==> src/rtl/angle_change_monitor.sv <==
module angle_change_monitor #(
  parameter int NCH = 12,
  parameter int AW  = 16,
  localparam int CW = (NCH > 1) ? $clog2(NCH) : 1
) (
  input  logic           clk,
  input  logic           rst_n,
  output logic [CW-1:0]  scan_ch,
  input  logic [AW-1:0]  ang_in,
  input  logic           init_stb,
  input  logic           thr_we,
  input  logic [CW-1:0]  thr_sel,
  input  logic [AW-1:0]  thr_data,
  input  logic           irq_en,
  input  logic           rd_stb,
  output logic [NCH-1:0] alert_bits,
  output logic           chg_flag,
  output logic           irq
);

  logic [AW-1:0]  thr_r [NCH];
  logic [AW-1:0]  ref_r [NCH];
  logic [NCH-1:0] pend, armed, hit_vec, set_vec, clr_vec;

  wire [AW-1:0] diff = ang_in - ref_r[scan_ch];
  wire [AW-1:0] mag  = diff[AW-1] ? (~diff + 1'b1) : diff;

  genvar g;
  generate
    for (g = 0; g < NCH; g++) begin : g_ch
      wire sel = (scan_ch == CW'(g));

      always_ff @(posedge clk) begin
        if (!rst_n) begin
          thr_r[g] <= '0;
          ref_r[g] <= '0;
          pend[g]  <= 1'b0;
          armed[g] <= 1'b0;
        end else begin
          if (thr_we && thr_sel == CW'(g)) thr_r[g] <= thr_data;
          if (sel && pend[g]) ref_r[g] <= ang_in;
          if (init_stb) begin
            pend[g]  <= 1'b1;
            armed[g] <= 1'b0;
          end else if (sel && pend[g]) begin
            pend[g]  <= 1'b0;
            armed[g] <= 1'b1;
          end
        end
      end

      assign hit_vec[g] = sel && armed[g] && !pend[g] &&
                          (thr_r[g] != '0) && (mag > thr_r[g]);
    end
  endgenerate

  assign set_vec = hit_vec;
  assign clr_vec = rd_stb ? alert_bits : '0;

  always_ff @(posedge clk) begin
    if (!rst_n) begin
      scan_ch    <= '0;
      alert_bits <= '0;
    end else begin
      scan_ch    <= (scan_ch == CW'(NCH - 1)) ? '0 : scan_ch + 1'b1;
      alert_bits <= (alert_bits & ~clr_vec) | set_vec;
    end
  end

  assign chg_flag = |alert_bits;
  assign irq      = chg_flag & irq_en;

endmodule

==> config.mk <==
export PLATFORM = sky130hd
export DESIGN_NAME = angle_change_monitor
export DESIGN_NICKNAME = d
export VERILOG_FILES = /design/src/rtl/angle_change_monitor.sv
export SDC_FILE = /design/constraint.sdc
export NUM_CORES = 1
export LEC_CHECK = 0
export BUFFER_PORTS_ARGS = -buffer_cell sky130_fd_sc_hd__buf_2
export CORE_ASPECT_RATIO = 0.7
export CORE_MARGIN = 2
export CORE_UTILIZATION = 38
export CTS_CLUSTER_DIAMETER = 100
export DETAILED_ROUTE_END_ITERATION = 10
export PLACE_DENSITY = 0.64
export SLEW_MARGIN = 25
export SYNTH_ARGS = -nofsm -noshare
export SYNTH_HDL_FRONTEND = slang
export SYNTH_SLANG_ARGS = --single-unit
==> constraint.sdc <==
create_clock -name clk -period 7.7 [get_ports clk]
set_input_delay 1.54 -clock clk [delete_from_list [all_inputs] [get_ports clk]]
set_output_delay 1.54 -clock clk [all_outputs]
set_load 0.01 [all_outputs]
== Word-level counts from Yosys, hierarchy flattened ==
Memories as Yosys holds them, arrays and structs flattened. A register that Yosys moved wholly into a read port is not among the register bits.
Cells that the tools add are included.

* Bits in registers: 40
* RAM bits: 384
* Input port bits: 42
* Logic and storage cells: 332
* Memories: 2

{| class="wikitable"
|+ Memory list
! memory !! words !! width !! rd ports !! clocked after Yosys merged registers in !! write ports !! line !! RTL
|-
| ref_r || 12 || 16 || 1 || 1 || 12 || 22 || <nowiki>logic [AW-1:0] ref_r [NCH];</nowiki>
|-
| thr_r || 12 || 16 || 12 || 0 || 12 || 21 || <nowiki>logic [AW-1:0] thr_r [NCH];</nowiki>
|}

* Add/sub/neg operators: 3
* Magnitude comparators: 12
* Equal/unequal tests: 22
* Muxes and demuxes: 124
* Bitwise logic cells: 30
* Reductions and logical operators: 113

{| class="wikitable"
|+ Operator list
! operator !! count
|-
| 2-to-1 mux 16 bit || 25
|-
| greater-than comparator 16 bit || 12
|-
| nonzero test 16 bit || 12
|-
| 2-to-1 mux 1 bit || 97
|-
| logical AND 1 bit || 72
|-
| == test 4 x 3 -> 1 bit (second input constant) || 8
|-
| == test 4 bit (second input constant) || 8
|-
| bitwise OR 1 bit || 24
|-
| nonzero test 2 bit || 12
|-
| adder 16 x 1 -> 16 bit (second input constant) || 1
|-
| == test 4 x 2 -> 1 bit (second input constant) || 4
|-
| inverter 16 bit || 1
|-
| subtractor 16 bit || 1
|-
| AND 12 bit || 1
|-
| zero test 1 bit || 12
|-
| 2-to-1 mux 12 bit || 1
|-
| inverter 12 bit || 1
|-
| bitwise OR 12 bit || 1
|-
| OR reduction 12 bit || 1
|-
| == test 4 x 1 -> 1 bit (second input constant) || 2
|-
| zero test 4 bit || 2
|-
| adder 4 x 1 -> 4 bit (second input constant) || 1
|-
| 2-to-1 mux 4 bit || 1
|-
| OR reduction 2 bit || 2
|-
| other kinds (2) || 2
|}

== Logic depth before layout (Yosys ltp) ==
* Depth after elaboration: 7
* Mapped depth: 27

== Worst setup path before layout ==
Ideal clock, no wire load.

* Kind: register to register
* Start: register scan_ch[0]
* End: register alert_bits[4]
* Arrival: 6.758 ns
* Path slack: 0.821 ns
* Stages on the path, launching flop included: 23
* Buffers on the path: 3
* Cell sequence: dfxtp_1 -> clkbuf_1 -> buf_1 -> buf_1 -> mux4_2 -> mux2i_1 -> nor2_1 -> a21oi_1 -> ha_1 -> nor2b_1 -> o31ai_4 -> a22oi_2 -> xor2_2 -> or4b_4 -> or3_4 -> or4_4 -> nor4b_4 -> ha_1 -> nand4_1 -> or2_2 -> o311ai_0 -> nor2_1 -> a221o_1

* Cells in the longest elaborated chain, start to end: 6

{| class="wikitable"
|+ RTL lines
! element !! line !! RTL
|-
| from (decl) || 8 || <nowiki>output logic [CW-1:0] scan_ch,</nowiki>
|-
| from (signal assigned) || 65 || <nowiki>scan_ch <= (scan_ch == CW'(NCH - 1)) ? '0 : scan_ch + 1'b1;</nowiki>
|-
| == test 4 x 3 -> 1 bit || 31 || <nowiki>wire sel = (scan_ch == CW'(g));</nowiki>
|-
| logical AND 1 bit (3 in a row) || 52 || <nowiki>assign hit_vec[g] = sel && armed[g] && !pend[g] &&</nowiki>
|-
| logical AND 1 bit || 53 || <nowiki>(thr_r[g] != '0) && (mag > thr_r[g]);</nowiki>
|-
| bitwise OR 12 bit || 66 || <nowiki>alert_bits <= (alert_bits & ~clr_vec) | set_vec;</nowiki>
|-
| to (signal assigned) || 66 ||
|-
| to (decl) || 16 || <nowiki>output logic [NCH-1:0] alert_bits,</nowiki>
|}

Every way passes these cells.
A chain may end at the register's enable or synchronous reset.

== Final worst setup path ==
Ends and elaborated chain as after synthesis.

==> flow_metrics.tcl <==
set metrics [dict create \
    hold_path_class "reg -> reg" \
    max_freq_mhz 154.4 \
    critPathCapture "alert_bits[4]$_SDFF_PN0_" \
    grt_pass1_vias 16540 \
    drtIter0Drc 1826 \
    cts_tree "done" \
    wire_per_inst_um 22.81 \
    die_w_um 304.2 \
    required_ps 8170 \
    finalHoldViolCount 0 \
    path_class "reg -> reg" \
    slew_headroom 0.2974 \
    drc 0 \
    skew_ps 33.92 \
    yosys.cell_types.count 74 \
    critPathArrivalTime_ps 6950 \
    cts_setup_buffers 0 \
    worstMarginPinSlew_ps 1047 \
    cts.clk_slew.worst_paths_ps 60 \
    grt_pass1_wl_um 102700 \
    placementRows 77 \
    finalSetupViolCount 0 \
    via_per_inst 5.494 \
    place.gp.congestion 0.9338 \
    avgSynthCellArea_um2 11.54 \
    r2r_start "scan_ch[0]$_SDFF_PP0_" \
    syn-cell-area_mm2 0.02398 \
    min_period_ps 6478 \
    yosysWarnings 0 \
    grt_start_max_net_pins 44 \
    utilization 0.4281 \
    antenna_cells 0 \
    cts_resized 0 \
    overflow 0 \
    start_kind "flip-flop" \
    ioPinCount 60 \
    final_nets 2396 \
    num_vias 16500 \
    postSynth.asyncResetShare 0 \
    fp.dieH_um 214.2 \
    clk_latency_ps 590 \
    startpoint "scan_ch[0]$_SDFF_PP0_" \
    synth_ff_type "edfxtp_1" \
    cts-root-buf "clkbuf_16" \
    gr-usage-all-layers 0.2095 \
    slew_viol_final 0 \
    holdWs_ps 447.5 \
    cts_hold_buffers 0 \
    drtPass1Iterations 7 \
    design_power_total_w 0.008264 \
    drive_above_1_share 0.1224 \
    dieArea_mm2 0.06516 \
    seq_area_frac_synth 0.5143 \
    drt-total-wl_um 68500 \
    synth_edf_count 384 \
    antenna_found_initial 11 \
    h-tree-depth 2 \
    drv_cap 0 \
    power_density_mw_per_mm2 307.3 \
    ys_ff_latch 424 \
    rsz0062_at_grt "false" \
    syn_nets 2334 \
    fin_crit_sh 0.8413 \
    initial_core_util 0.3817 \
    peakVddDrop_v 0.0001975 \
    r2r_slack_ps 1220 \
    reg2reg_depth 24 \
    p_leak_nw 10.87 \
    r2r_end "alert_bits[4]$_SDFF_PN0_" \
    worstSetupEndpointType "flip-flop" \
    synthToLayoutAreaGrowth_pct 12.15 \
    place_hpwl_um 48250 \
    tns_ps 0 \
    clock_path_buffers 3 \
    synthCells 2078 \
    portBuffers 59 \
    numCtsBuffers 45 \
    cts.sinks 424 \
    ant_nets 0 \
    core_mm2 0.06282 \
    cp_max_fo 25 \
    outcome "completed" \
]
[worst max-delay path, cell delays in order, from the launching register on]
cell and delay, ps:
dfxtp_4 650, buf_12 300, mux4_2 570, mux2i_1 210, nor2_1 60, a21oi_1 200
ha_1 360, nand3_1 130, nand2_1 80, a21oi_1 140, a21oi_1 110, o31ai_1 330
xnor2_1 130, buf_4 200, nor2b_1 170, xnor2_2 720, buf_4 350, ha_1 290
o21a_1 120, o21a_1 170, o21ai_0 150, nand2b_1 80, a21oi_1 150, o21ai_0 280
a221o_1 380
[how the worst min path moves through the flow]
stage                           startpoint                      to  depth (start not counted)
floorplan           armed[10]$_SDFFE_PP0P_  armed[10]$_SDFFE_PP0P_                          2
global placement     armed[4]$_SDFFE_PP0P_   armed[4]$_SDFFE_PP0P_                          2
detailed placement   armed[1]$_SDFFE_PP0P_   armed[1]$_SDFFE_PP0P_                          2
CTS                  armed[1]$_SDFFE_PP0P_   armed[1]$_SDFFE_PP0P_                          2
global route         armed[2]$_SDFFE_PP0P_   armed[2]$_SDFFE_PP0P_                          2
finish               armed[1]$_SDFFE_PP0P_   armed[1]$_SDFFE_PP0P_                          2
[placed cells by master (no fill, tap or decap), types with 31 or more instances in the layout]
cell and instances:
nor3_1 33, dfxtp_1 37, o21ai_0 38, edfxtp_1 384
nand2_1 78, inv_1 206, buf_4 47, buf_2 59
and2_1 373, nand4_1 40, ha_1 213, a21o_1 35
o21a_1 31, a21oi_1 92, mux4_2 48, clkbuf_16 47
nor2b_1 49, nor2_1 55, nor4_1 53
[metrics by stage]
step	cell area, um2	setup WS, ps	cells
finish	26890	1222	3003
global route	26890	853.4	3003
CTS	26880	1272	3003
detailed placement	25430	1026	2922
global placement	25410	1079	2922
floorplan	23980	820.5	2078
[metal layers]
metal / vias up / GRT usage / share of wire
met5: - / 0 / 0.00018
met2: 628 / 0.3182 / 0.44
li1: 7572 / - / -
met1: 8189 / 0.3045 / 0.45
met3: 108 / 0.03815 / 0.086
met4: 2 / 0.06403 / 0.027
[power breakdown]
group | switching (W) | total (W) | internal [W]
Clock | 0.000927 | 0.00220 | 0.00127
Combinational | 0.00203 | 0.00338 | 0.00135
Sequential | 0.0000632 | 0.00269 | 0.00262
Total | 0.00302 | 0.00826 | 0.00525
[cell usage after synthesis (all sizes together) (7+ instances only)]
cell | number | share of area
nor3 | 34 | 0.0073
nor2b | 50 | 0.013
mux2i | 17 | 0.0071
o21ai | 55 | 0.012
nor4 | 54 | 0.014
and2 | 374 | 0.098
nor2 | 63 | 0.0099
nand3 | 27 | 0.0056
a21o | 35 | 0.011
dfxtp | 40 | 0.033
inv | 206 | 0.032
ha | 213 | 0.11
xnor2 | 24 | 0.0088
o31ai | 7 | 0.0028
nand2 | 78 | 0.012
o21a | 32 | 0.010
nand2b | 15 | 0.0040
and4 | 10 | 0.0038
edfxtp | 384 | 0.48
nand4 | 40 | 0.010
mux4 | 48 | 0.045
buf | 14 | 0.0030
clkbuf | 78 | 0.012
a21oi | 93 | 0.020
or4 | 7 | 0.0024
[area by class of cell]
type / count / area (um2)
fill: 5774 / 35920
sequential: 424 / 12340
multi-input combinational: 1355 / 10600
clock buffer: 62 / 1252
tap: 829 / 1037
inverter: 206 / 773.2
timing repair buffer: 108 / 688.2
clock inverter: 19 / 200.2
[logic make-up (layout without fill, tap and decap cells)]
| group | count (synthesis) | after routing | share of synthesized area |
|---|---|---|---|
| DFF | 424 | 424 | 0.5143 |
| adders and majority gates | 214 | 214 | 0.1120 |
| AOI/OAI and AO/OA | 269 | 269 | 0.07227 |
| xor gates and xnor gates | 27 | 27 | 0.01049 |
| muxes | 65 | 65 | 0.05218 |
| buffers and inverters | 299 | 395 | 0.04879 |
| and+or+nand+nor | 780 | 780 | 0.1900 |
[sequential cells by signal, indices dropped and copies added, names as in the netlist]
register	count
ref_r	192
thr_r	192
alert_bits	12
armed	12
pend	12
scan_ch	4
Note: power is estimated with default switching activity, not from simulation.
